$ cat src/rtl/imm_alu_pkg.sv
package imm_alu_pkg;

  localparam logic [7:0] OPC_GROUP = 8'h81;
  localparam logic [7:0] OPC_SUB_A = 8'h2d;
  localparam logic [7:0] OPC_AND_A = 8'h25;
  localparam logic [7:0] OPC_OR_A  = 8'h0d;
  localparam logic [7:0] OPC_XOR_A = 8'h35;
  localparam logic [7:0] OPC_CMP_A = 8'h3d;

  typedef enum logic [2:0] {
    ALU_ADD = 3'd0,
    ALU_OR  = 3'd1,
    ALU_AND = 3'd4,
    ALU_SUB = 3'd5,
    ALU_XOR = 3'd6,
    ALU_CMP = 3'd7
  } alu_op_e;

  typedef struct packed {
    logic sf;
    logic zf;
    logic of;
  } flags_t;

  function automatic logic is_short(input logic [7:0] b);
    return (b == OPC_SUB_A) || (b == OPC_AND_A) || (b == OPC_OR_A) ||
           (b == OPC_XOR_A) || (b == OPC_CMP_A);
  endfunction

endpackage

$ cat src/rtl/imm_alu_decode.sv
module imm_alu_decode
  import imm_alu_pkg::*;
#(
  parameter int RIDX_W = 3
) (
  input  logic [7:0]        opc_i,
  input  logic [7:0]        modrm_i,
  output alu_op_e           op_o,
  output logic [RIDX_W-1:0] reg_o,
  output logic              mem_o,
  output logic              bad_o
);

  logic [1:0] mode;
  logic [2:0] sub;
  logic [2:0] rm;

  assign mode = modrm_i[7:6];
  assign sub  = modrm_i[5:3];
  assign rm   = modrm_i[2:0];

  always_comb begin
    op_o  = ALU_ADD;
    reg_o = '0;
    mem_o = 1'b0;
    bad_o = 1'b0;
    if (opc_i == OPC_GROUP) begin
      reg_o = RIDX_W'(rm);
      case (sub)
        3'd0: op_o = ALU_ADD;
        3'd1: op_o = ALU_OR;
        3'd4: op_o = ALU_AND;
        3'd5: op_o = ALU_SUB;
        3'd6: op_o = ALU_XOR;
        3'd7: op_o = ALU_CMP;
        default: bad_o = 1'b1;
      endcase
      case (mode)
        2'b11: mem_o = 1'b0;
        2'b00: begin
          mem_o = 1'b1;
          // r/m 100 and 101 need SIB/displacement bytes
          if (rm == 3'd4 || rm == 3'd5) bad_o = 1'b1;
        end
        default: bad_o = 1'b1;
      endcase
    end else begin
      case (opc_i)
        OPC_SUB_A: op_o = ALU_SUB;
        OPC_AND_A: op_o = ALU_AND;
        OPC_OR_A:  op_o = ALU_OR;
        OPC_XOR_A: op_o = ALU_XOR;
        OPC_CMP_A: op_o = ALU_CMP;
        default:   bad_o = 1'b1;
      endcase
    end
  end

endmodule

$ cat src/rtl/imm_alu_core.sv
module imm_alu_core
  import imm_alu_pkg::*;
#(
  parameter int DATA_W = 32
) (
  input  alu_op_e           op_i,
  input  logic [DATA_W-1:0] a_i,
  input  logic [DATA_W-1:0] b_i,
  output logic [DATA_W-1:0] res_o,
  output flags_t            flg_o,
  output logic              wb_o
);

  localparam int MSB = DATA_W - 1;

  logic [DATA_W-1:0] sum;
  logic [DATA_W-1:0] diff;
  logic              sum_ovf;
  logic              diff_ovf;

  assign sum      = a_i + b_i;
  assign diff     = a_i - b_i;
  assign sum_ovf  = (a_i[MSB] == b_i[MSB]) && (sum[MSB] != a_i[MSB]);
  assign diff_ovf = (a_i[MSB] != b_i[MSB]) && (diff[MSB] != a_i[MSB]);

  always_comb begin
    wb_o     = 1'b1;
    flg_o.of = 1'b0;
    case (op_i)
      ALU_ADD: begin res_o = sum;  flg_o.of = sum_ovf;  end
      ALU_SUB: begin res_o = diff; flg_o.of = diff_ovf; end
      ALU_CMP: begin res_o = diff; flg_o.of = diff_ovf; wb_o = 1'b0; end
      ALU_OR:  res_o = a_i | b_i;
      ALU_AND: res_o = a_i & b_i;
      ALU_XOR: res_o = a_i ^ b_i;
      default: begin res_o = '0; wb_o = 1'b0; end
    endcase
    flg_o.sf = res_o[MSB];
    flg_o.zf = (res_o == '0);
  end

endmodule

$ cat src/rtl/imm_alu_unit.sv
module imm_alu_unit
  import imm_alu_pkg::*;
#(
  parameter int DATA_W = 32
) (
  input  logic              clk_i,
  input  logic              rst_ni,
  input  logic              byte_valid_i,
  input  logic [7:0]        byte_i,
  output logic              byte_ready_o,
  output logic [2:0]        rf_raddr_o,
  input  logic [DATA_W-1:0] rf_rdata_i,
  output logic              rf_we_o,
  output logic [2:0]        rf_waddr_o,
  output logic [DATA_W-1:0] rf_wdata_o,
  output logic              mem_rd_o,
  output logic              mem_wr_o,
  output logic [DATA_W-1:0] mem_addr_o,
  output logic [DATA_W-1:0] mem_wdata_o,
  input  logic [DATA_W-1:0] mem_rdata_i,
  input  logic              mem_valid_i,
  output logic              sf_o,
  output logic              zf_o,
  output logic              of_o,
  output logic              done_o,
  output logic              err_o
);

  localparam int NB     = DATA_W / 8;
  localparam int CNT_W  = (NB > 1) ? $clog2(NB) : 1;
  localparam int RIDX_W = 3;

  typedef enum logic [2:0] {
    ST_OPC, ST_MODRM, ST_IMM, ST_EXEC, ST_MRD, ST_MWR, ST_DONE, ST_ERR
  } state_e;

  state_e            state_q;
  logic [7:0]        opc_q;
  logic [7:0]        modrm_q;
  logic [DATA_W-1:0] imm_q;
  logic [DATA_W-1:0] addr_q;
  logic [DATA_W-1:0] res_q;
  logic [CNT_W-1:0]  cnt_q;
  flags_t            flg_q;

  alu_op_e           dec_op;
  logic [RIDX_W-1:0] dec_reg;
  logic              dec_mem;
  logic              dec_bad;
  logic [DATA_W-1:0] alu_a;
  logic [DATA_W-1:0] alu_res;
  flags_t            alu_flg;
  logic              alu_wb;
  logic              accept;

  imm_alu_decode #(.RIDX_W(RIDX_W)) u_dec (
    .opc_i  (opc_q),
    .modrm_i(modrm_q),
    .op_o   (dec_op),
    .reg_o  (dec_reg),
    .mem_o  (dec_mem),
    .bad_o  (dec_bad)
  );

  assign alu_a = (state_q == ST_MRD) ? mem_rdata_i : rf_rdata_i;

  imm_alu_core #(.DATA_W(DATA_W)) u_core (
    .op_i (dec_op),
    .a_i  (alu_a),
    .b_i  (imm_q),
    .res_o(alu_res),
    .flg_o(alu_flg),
    .wb_o (alu_wb)
  );

  assign byte_ready_o = (state_q == ST_OPC) || (state_q == ST_MODRM) || (state_q == ST_IMM);
  assign accept       = byte_valid_i && byte_ready_o;

  always_ff @(posedge clk_i or negedge rst_ni) begin
    if (!rst_ni) begin
      state_q <= ST_OPC;
      opc_q   <= '0;
      modrm_q <= '0;
      imm_q   <= '0;
      addr_q  <= '0;
      res_q   <= '0;
      cnt_q   <= '0;
      flg_q   <= '0;
    end else begin
      case (state_q)
        ST_OPC: if (accept) begin
          opc_q   <= byte_i;
          modrm_q <= '0;
          cnt_q   <= '0;
          if (byte_i == OPC_GROUP)   state_q <= ST_MODRM;
          else if (is_short(byte_i)) state_q <= ST_IMM;
          else                       state_q <= ST_ERR;
        end
        ST_MODRM: if (accept) begin
          modrm_q <= byte_i;
          state_q <= ST_IMM;
        end
        ST_IMM: if (accept) begin
          // shift in from the top: first byte lands in the low lane
          imm_q <= {byte_i, imm_q[DATA_W-1:8]};
          cnt_q <= cnt_q + 1'b1;
          if (cnt_q == CNT_W'(NB - 1)) state_q <= dec_bad ? ST_ERR : ST_EXEC;
        end
        ST_EXEC: begin
          if (dec_mem) begin
            addr_q  <= rf_rdata_i;
            state_q <= ST_MRD;
          end else begin
            flg_q   <= alu_flg;
            state_q <= ST_DONE;
          end
        end
        ST_MRD: if (mem_valid_i) begin
          flg_q   <= alu_flg;
          res_q   <= alu_res;
          state_q <= alu_wb ? ST_MWR : ST_DONE;
        end
        ST_MWR: if (mem_valid_i) state_q <= ST_DONE;
        default: state_q <= ST_OPC;
      endcase
    end
  end

  assign rf_raddr_o  = dec_reg;
  assign rf_waddr_o  = dec_reg;
  assign rf_wdata_o  = alu_res;
  assign rf_we_o     = (state_q == ST_EXEC) && !dec_mem && alu_wb;
  assign mem_rd_o    = (state_q == ST_MRD);
  assign mem_wr_o    = (state_q == ST_MWR);
  assign mem_addr_o  = addr_q;
  assign mem_wdata_o = res_q;
  assign sf_o        = flg_q.sf;
  assign zf_o        = flg_q.zf;
  assign of_o        = flg_q.of;
  assign done_o      = (state_q == ST_DONE);
  assign err_o       = (state_q == ST_ERR);

  AST_DONE_PULSE: assert property (@(posedge clk_i) disable iff (!rst_ni)
    done_o |=> !done_o);
  AST_BUSY_NOT_READY: assert property (@(posedge clk_i) disable iff (!rst_ni)
    (rf_we_o || mem_rd_o || mem_wr_o || done_o || err_o) |-> !byte_ready_o);
  AST_ERR_PULSE: assert property (@(posedge clk_i) disable iff (!rst_ni)
    err_o |=> !err_o);
  AST_ERR_FLAGS_HOLD: assert property (@(posedge clk_i) disable iff (!rst_ni)
    err_o |-> $stable({sf_o, zf_o, of_o}));
  AST_ONE_ACCESS: assert property (@(posedge clk_i) disable iff (!rst_ni)
    $onehot0({rf_we_o, mem_rd_o, mem_wr_o}));
  AST_RD_HOLD: assert property (@(posedge clk_i) disable iff (!rst_ni)
    (mem_rd_o && !mem_valid_i) |=> (mem_rd_o && $stable(mem_addr_o)));
  AST_WR_SAME_ADDR: assert property (@(posedge clk_i) disable iff (!rst_ni)
    $rose(mem_wr_o) |-> $stable(mem_addr_o));

endmodule

$ cat config.mk
export PLATFORM = sky130hd
export DESIGN_NAME = imm_alu_unit
export DESIGN_NICKNAME = d
export VERILOG_FILES = /design/src/rtl/imm_alu_pkg.sv /design/src/rtl/imm_alu_decode.sv /design/src/rtl/imm_alu_core.sv /design/src/rtl/imm_alu_unit.sv
export SDC_FILE = /design/constraint.sdc
export NUM_CORES = 1
export LEC_CHECK = 0
export BUFFER_PORTS_ARGS = -buffer_cell sky130_fd_sc_hd__buf_2
export CELL_PAD_IN_SITES_DETAIL_PLACEMENT = 1
export CELL_PAD_IN_SITES_GLOBAL_PLACEMENT = 1
export CORE_MARGIN = 1
export CORE_UTILIZATION = 46
export CTS_CLUSTER_SIZE = 25
export DETAILED_ROUTE_END_ITERATION = 8
export PLACE_DENSITY_LB_ADDON = 0.1
export SYNTH_ARGS = -nofsm -noshare
export SYNTH_HDL_FRONTEND = slang
export SYNTH_SLANG_ARGS = --single-unit
$ cat constraint.sdc
create_clock -name clk_i -period 7.45 [get_ports clk_i]
set_clock_uncertainty 0.2 [all_clocks]
set_input_delay 0.3725 -clock clk_i [delete_from_list [all_inputs] [get_ports clk_i]]
set_output_delay 0.3725 -clock clk_i [all_outputs]
set_load 0.02 [all_outputs]
==> results of run 1 <==
==> Yosys cell counts (14+ instances only) <==
cell      instances
mux2_2           91
or3_1            15
buf_2            22
nor2_1           77
a21o_1           19
o211ai_1         18
clkbuf_1         47
o22ai_1          19
o221ai_1         14
o31ai_1          15
dfrtp_1         120
nor3_1           18
ha_1            101
inv_1           112
a21oi_1          96
nand3_1          27
nand2_1         140
o21ai_0          94
==> power groups by stage <==
stage / Combinational [mW] / Sequential, mW / Clock [mW]
after floorplan: 3.12 / 1.18 / 0
after global placement: 4.47 / 1.14 / 0
after detailed placement: 4.56 / 1.15 / 0
after CTS: 4.62 / 1.14 / 0.871
after global routing: 5.07 / 1.17 / 0.893
final: 4.73 / 1.14 / 0.867
==> state kept, by name, indices dropped and copies added, names as in the netlist <==
name         count
sf_o             1
mem_wdata_o     32
mem_addr_o      32
zf_o             1
of_o             1
opc_q            8
imm_q           32
modrm_q          8
cnt_q            2
state_q          3
==> logic make-up (layout without fill, tap and decap cells) <==
kind of cell,after synthesis,after routing,synth area share
muxes,100,100,0.103
AOI/OAI and AO/OA,396,396,0.244
buffers and inverters,199,376,0.0738
and+or+nand+nor,372,372,0.169
DFF,120,120,0.277
other,0,2,0
xor gates and xnor gates,17,17,0.0137
adders and majority gates,103,103,0.120
==> how the worst min path moves through the flow <==
stage	from	end	slack [ns]	depth (start not counted)
after global placement	rst_ni	mem_addr_o[5]$_DFFE_PN0P_	0.25	1
final	rf_rdata_i[15]	mem_addr_o[15]$_DFFE_PN0P_	0.008	2
after global routing	rf_rdata_i[6]	mem_addr_o[6]$_DFFE_PN0P_	0.02	2
after CTS	rf_rdata_i[9]	mem_addr_o[9]$_DFFE_PN0P_	0.002	2
after floorplan	rst_ni	cnt_q[0]$_DFFE_PN0P_	-0.12	0
after detailed placement	rst_ni	mem_addr_o[5]$_DFFE_PN0P_	0.26	1
==> what timing repair did <==
item / 4_1_cts / 5_1_grt
gates resized for setup: 0 / 0
hold endpoints to repair: 76 / 0
hold buffers: 27 / 0
==> layout make-up <==
type	count	area [sq um]	area share
antenna	2	5.00	0.000391
clock buffer	17	425	0.0333
clock inverter	15	156	0.0122
inverter	118	443	0.0346
multi-input combinational	988	7070	0.552
sequential	120	3000	0.235
tap	313	392	0.0306
timing repair buffer	226	1300	0.102
==> per-layer routing <==
metal	wire, um	global-route usage	part of all wire
met5	17	0	0.00040
met4	1640	0.158	0.039
met3	2920	0.0497	0.069
met2	19400	0.573	0.46
met1	18500	0.479	0.44
==> worst reg2reg max path: stages (launching register included) <==
cell	delay, ns
dfrtp_1	0.71
nor3_4	0.30
buf_4	0.30
mux2_2	0.44
ha_1	0.48
or4_1	0.64
nor3_1	0.36
o31ai_1	0.19
a211oi_1	0.30
mux2_2	0.36
a221oi_1	0.79
nand2b_1	0.15
nor4_2	0.24
nand4_1	0.18
o31ai_2	0.22
==> results.md, run 1 <==
* Slowest stage delay, CP at 0.71 ns
* Placed Cells at around 1,700
* Flop pwr share at 0.170
* CP endpoint: rf_wdata_o[31]
* Worst endpoint data arrival time at 5.75 ns
* Die H at 156 um
* WP depth at 14
* Share of the synthesized area in the top cell type at 0.277
* Comb pwr share at 0.702
* Startpoint types: register
* Post-Route WL at around 43,000 um
* Setup Viol. Count Final at 0
* Setup TNS at 0 ns
* Setup crit start: state_q[0]$_DFFE_PN0P_
* Syn Nets at 1,486
* # fillers at ~2,800
* Depth of the CTS H-tree at 4
* Layout cells sized above 1 at 0.245
* PortBufs at roughly 190
* Number of global-route vias before repair at 11,400
* Critical-path top delay cell: dfrtp_1
* Dpl hpwl at 30,900 um
* Post-synthesis cell area at approximately 0.011 sq mm
* Pre-CTS WS at ~1.6 ns
* Syn Area/Cell at 8.30 sq um
* Reg2Reg Depth at 14
* Reg2reg start: state_q[0]$_DFFE_PN0P_
* RePlAce Congestion at about 0.95
* Final ANT Viol Nets at 0
* Final max-slew violation count at 0
* Cell-internal power at approximately 3.0 mW
* Pin count of the biggest net entering global routing at 71
* CTS clock-pin slew for the worst setup and hold paths at ~0.070 ns
* First-pass GRT wire length at around 66,000 um
* Grt ovf at 0
* CTS tree: built
* Core box area at between 0.02 and 0.025 sq mm
* Most area-hungry cell type in the Yosys netlist: dfrtp_1
* Period minus WS final at 6.32 ns
* CP most frequent cell: a211oi_2
* RR Endpoint: zf_o$_DFFE_PN0P_
* CP top delay family: compound AO/OA/AOI/OAI gates
* Fin. Hold Viols at 0
* Initial core utilization at 0.473
* DR iter-0 viols at 1,119
* Area Growth Syn to Fin at 17.9%
* Core Util, Final at 0.558
* Synth cell types at 92
* Sw Ratio at 0.559
* Critical Path Sink Type: output pin
* Fraction of registers with async set/reset at 1.00
* Leak pwr at slightly above 6 nW
* Vias/cell at around 6.3
* Worst-margin pin slew at 1.07 ns
* Ys Warns at 0
* DIE AREA at ~0.024 sq mm
* Final period utilization at 0.848
* Flops & latches, synth at between 100 and 150
* All-layer global routing usage at 0.357
* Crit path max fanout at 27
* Number of flops mapped to enable cells by yosys at 0
* Initial antenna violation count at 1
* Mapped Cells at roughly 1,300
* Number of buffers created by CTS at 17
* Clock Power Share at 0.129
* IO Pins at roughly 190
* Power Total at 6.74 mW
* Slew margin rel. at 0.282
* Final worst setup slack at 1.13 ns
* Sw Pwr at between 3 and 4 mW
* Sequential area share after synthesis at 0.277
* DR vias at 11,400
* Max cap viols at 0
* Pwr per Cell Area at about 530 mW/mm^2
* Most common cell after layout, fill and taps aside: buf_2
* Most frequent cells in the layout: buf_2, nand2_1, dfrtp_1, inv_1, ha_1
* Post-place instance area at 0.0119 sq mm
* Core Rows at between 50 and 60
* Pre-antenna DRT Iters at 5
* # DRC at 0
* Clock Path Buffers at 2
* Kind of critical path: reg -> out
* Die X at ~160 um
* Worst IR Drop VDD at 216 uV
* RSZ-0062 raised after global routing: no
* Routed len/inst at 23.6 um
* Hold Path Class: in -> reg
* Top cells by area, synth: dfrtp_1, ha_1, mux2_2
* Maximum clock rate at between 150 and 200 MHz
* Prevailing post-synth register cell: dfrtp_1
* Fin cells at roughly 1,800
* CP Data Required Time at about 6.9 ns
* FF-to-FF setup slack at 1.51 ns
* Fin area at roughly 0.013 sq mm
* Clk root buf: clkbuf_16
* Clk Latency, worst-skew pair at approximately 0.45 ns
* Post-CTS Setup Bufs at 0
* CTS sink cnt at 120
* Number of buffers and inverters on the critical path at 3
* Final hold slack at ~0.008 ns
* Status: completed
* Final nets at around 1,700
* CP Cell Sequence: nor3_4, buf_4, mux2_2, ha_1, inv_1, a21o_1, a221o_1, a211oi_2, o22ai_1, or3_1, a211oi_2, o221ai_1, o2bb2ai_1, buf_2
Power figures use the tool's default switching activity.
==> run 2: changes to the inputs <==
--- a/config.mk
+++ b/config.mk
@@ -9,7 +9,7 @@
 export CELL_PAD_IN_SITES_DETAIL_PLACEMENT = 1
 export CELL_PAD_IN_SITES_GLOBAL_PLACEMENT = 1
 export CORE_MARGIN = 1
-export CORE_UTILIZATION = 46
+export CORE_UTILIZATION = 39
 export CTS_CLUSTER_SIZE = 25
 export DETAILED_ROUTE_END_ITERATION = 8
 export PLACE_DENSITY_LB_ADDON = 0.1
==> constraint.sdc (replaced) <==
create_clock -name clk_i -period 5.6 [get_ports clk_i]
set_clock_uncertainty 0.2 [all_clocks]
set_input_delay 0.28 -clock clk_i [delete_from_list [all_inputs] [get_ports clk_i]]
set_output_delay 0.28 -clock clk_i [all_outputs]
set_load 0.02 [all_outputs]
==> run 2 against run 1 <==
Against the previous run: core utilization decreased by 6.4 points; design area increased by 4.6%; combinational power increased by 41%; critical path depth increased by 3; global-route usage decreased by 5.4 points; total power increased by 38%; first-iteration DRC count decreased by 19%; via count decreased by 2.1%; sequential cell count unchanged; critical path type unchanged; largest cell class unchanged; highest routed layer is now met4.
==> results.md, run 2 (same netlist as run 1, synthesis figures left out) <==
* Period minus WS final at about 5.4 ns
* Reg2reg start: state_q[2]$_DFFE_PN0P_ (was state_q[0]$_DFFE_PN0P_)
* Pre-CTS WS at -0.0927 ns (was 1.59 ns)
* Initial antenna violation count at 1 (unchanged)
* All-layer global routing usage at 0.304 (was 0.357)
* Status: completed (unchanged)
* Clk root buf: clkbuf_16 (unchanged)
* Core box area at 0.0271 sq mm (was 0.0229 sq mm)
* Startpoint types: register (unchanged)
* # DRC at 0 (unchanged)
* Final nets at 1,699 (was 1,650)
* Setup Viol. Count Final at 0 (unchanged)
* Worst min-delay path startpoint: byte_valid_i (was rf_rdata_i[15])
* Reg2Reg Depth at 17 (was 14)
* CP Cell Sequence: inv_2, nor3_4, buf_4, mux2_2, ha_1, buf_4, and4_1, nand3_1, a2bb2oi_1, o21ai_1, or4_1, a31oi_4, xnor2_1, a221oi_2, buf_4, inv_1, buf_2 (was nor3_4, buf_4, mux2_2, ha_1, inv_1, a21o_1, a221o_1, a211oi_2, o22ai_1, or3_1, a211oi_2, o221ai_1, o2bb2ai_1, buf_2)
* Final period utilization at 0.973
* CP most frequent cell: buf_4 (was a211oi_2)
* First-pass GRT wire length at 66,300 um (was 66,000 um)
* Fin. Hold Viols at 0 (unchanged)
* Layout cells sized above 1 at 0.271 (was 0.245)
* Die X at 169 um (was 156 um)
* CTS sink cnt at 120 (unchanged)
* Maximum clock rate at roughly 180 MHz
* PortBufs at 186 (unchanged)
* Number of buffers and inverters on the critical path at 6 (was 3)
* Worst IR Drop VDD at 194 uV (was 216 uV)
* Final worst setup slack at 0.150 ns (was 1.13 ns)
* Worst-margin pin slew at 1.18 ns (was 1.07 ns)
* Die H at 169 um (was 156 um)
* Placed Cells at 1,831 (was 1,738)
* Grt ovf at 0 (unchanged)
* Fin cells at 1,905 (was 1,799)
* Number of global-route vias before repair at 11,200 (was 11,400)
* Final ANT Viol Nets at 0 (unchanged)
* Final max-slew violation count at 0 (unchanged)
* Crit path max fanout at 12 (was 27)
* Depth of the CTS H-tree at 4 (unchanged)
* IO Pins at 187 (unchanged)
* Most common cell after layout, fill and taps aside: buf_2 (unchanged)
* Slowest stage delay, CP at 0.63 ns (was 0.71 ns)
* Max cap viols at 0 (unchanged)
* Cell count of the worst hold path at 3 (was 2)
* DR iter-0 viols at 903 (was 1,119)
* CP Data Required Time at 5.12 ns (was 6.88 ns)
* WHS Endpoint: cnt_q[1]$_DFFE_PN0P_ (was mem_addr_o[15]$_DFFE_PN0P_)
* Setup TNS at 0 ns (unchanged)
* Setup crit start: state_q[2]$_DFFE_PN0P_ (was state_q[0]$_DFFE_PN0P_)
* Critical-path top delay cell: or4_1 (was dfrtp_1)
* Slew margin rel. at 0.210 (was 0.282)
* RePlAce Congestion at 0.939 (was 0.950)
* RR Endpoint: zf_o$_DFFE_PN0P_ (unchanged)
* RSZ-0062 raised after global routing: yes (was no)
* Core Rows at 60 (was 55)
* Leak pwr at 6.34 nW (was 6.11 nW)
* Critical Path Sink Type: output pin (unchanged)
* Pre-antenna DRT Iters at 5 (unchanged)
* Clock Path Buffers at 2 (unchanged)
* FF-to-FF setup slack at 0.24 ns (was 1.51 ns)
* Initial core utilization at 0.400 (was 0.473)
* Kind of critical path: reg -> out (unchanged)
* DR vias at 11,100 (was 11,400)
* Power Total at 9.29 mW (was 6.74 mW)
* Post-Route WL at 43,100 um (was 42,500 um)
* # fillers at 3,282 (was 2,815)
* Area of the multi-input gates at 0.00717 sq mm (was 0.00707 sq mm)
* Area Growth Syn to Fin at 23.4% (was 17.9%)
* Number of buffers created by CTS at 17 (unchanged)
* Final hold slack at 0.0601 ns (was 0.00819 ns)
* Worst endpoint data arrival time at 4.97 ns (was 5.75 ns)
* Most frequent cells in the layout: buf_2, nand2_1, dfrtp_1, inv_1, ha_1 (unchanged)
* Dpl hpwl at 32,300 um (was 30,900 um)
* Pwr per Cell Area at 694 mW/mm^2 (was 527 mW/mm^2)
* # diodes at 0 (was 2)
* CTS tree: built (unchanged)
* Vias/cell at 5.84 (was 6.31)
* CTS clock-pin slew for the worst setup and hold paths at 0.07 ns (about the same)
* Hold Path Class: in -> reg (unchanged)
* DIE AREA at 0.0285 sq mm (was 0.0242 sq mm)
* Sequential Area at 0.00300 sq mm (about the same)
* CP top delay family: simple AND/OR/NAND/NOR gates (was compound AO/OA/AOI/OAI gates)
* Routed len/inst at 22.6 um (was 23.6 um)
* Pin count of the biggest net entering global routing at 65 (was 71)
* Clk Latency, worst-skew pair at 0.44 ns (was 0.45 ns)
-- run 2: area by class of cell --
class	instances	share of cell area
Clock buffer	19	0.0338
Clock inverter	13	0.0101
Inverter	118	0.0331
Multi-Input combinational cell	988	0.536
Sequential cell	120	0.224
Tap cell	372	0.0348
Timing Repair Buffer	275	0.128
-- run 2: routing by layer --
metal | global-route usage | vias up | routed length [um]
met2 | 0.491 | 440 | 19700
met4 | 0.103 | 0 | 977
met1 | 0.423 | 5491 | 20000
met3 | 0.0297 | 47 | 2460
met5 | 0 | - | 0
li1 | - | 5140 | -
-- run 2: worst max path at each step --
stage	to	slack (ns)	cells after the start
floorplan	zf_o$_DFFE_PN0P_	0.69	16
global placement	zf_o$_DFFE_PN0P_	-0.05	20
detailed placement	zf_o$_DFFE_PN0P_	-0.09	20
CTS	rf_wdata_o[27]	0.03	17
global route	zf_o$_DFFE_PN0P_	-0.03	17
finish	rf_wdata_o[27]	0.15	17
-- run 2: where the power goes --
group | internal [mW] | switching, mW
Combinational | 2.39 | 4.29
Clock | 0.647 | 0.502
Sequential | 1.19 | 0.278
-- run 2: timing repair --
item                                    4_1_cts  5_1_grt
gates cloned                                  0        0
endpoints found under the setup margin        5        8
hold buffers                                 42        0
setup buffers                                 0        0
hold endpoints to repair                     76        0
gates resized for setup                       2       22
-- run 2: worst register-to-register path: cells and delay by family, from the launching register on --
| kind | cells | cell delay, ns |
|---|---|---|
| compound gates | 5 | 1.49 |
| fa+ha+maj | 1 | 0.58 |
| flops | 1 | 0.47 |
| simple gates | 5 | 1.14 |
| mux | 2 | 0.54 |
| buf+inv | 4 | 0.85 |
-- run 2: per-stage QoR --
| stage | util | instance area (sq um) |
|---|---|---|
| 2_1_floorplan | - | 10800 |
| 3_3_place_gp | 0.453 | 12300 |
| 3_5_place_dp | 0.453 | 12300 |
| 4_1_cts | 0.490 | 13300 |
| 5_1_grt | 0.494 | 13400 |
| 6_report | 0.494 | 13400 |
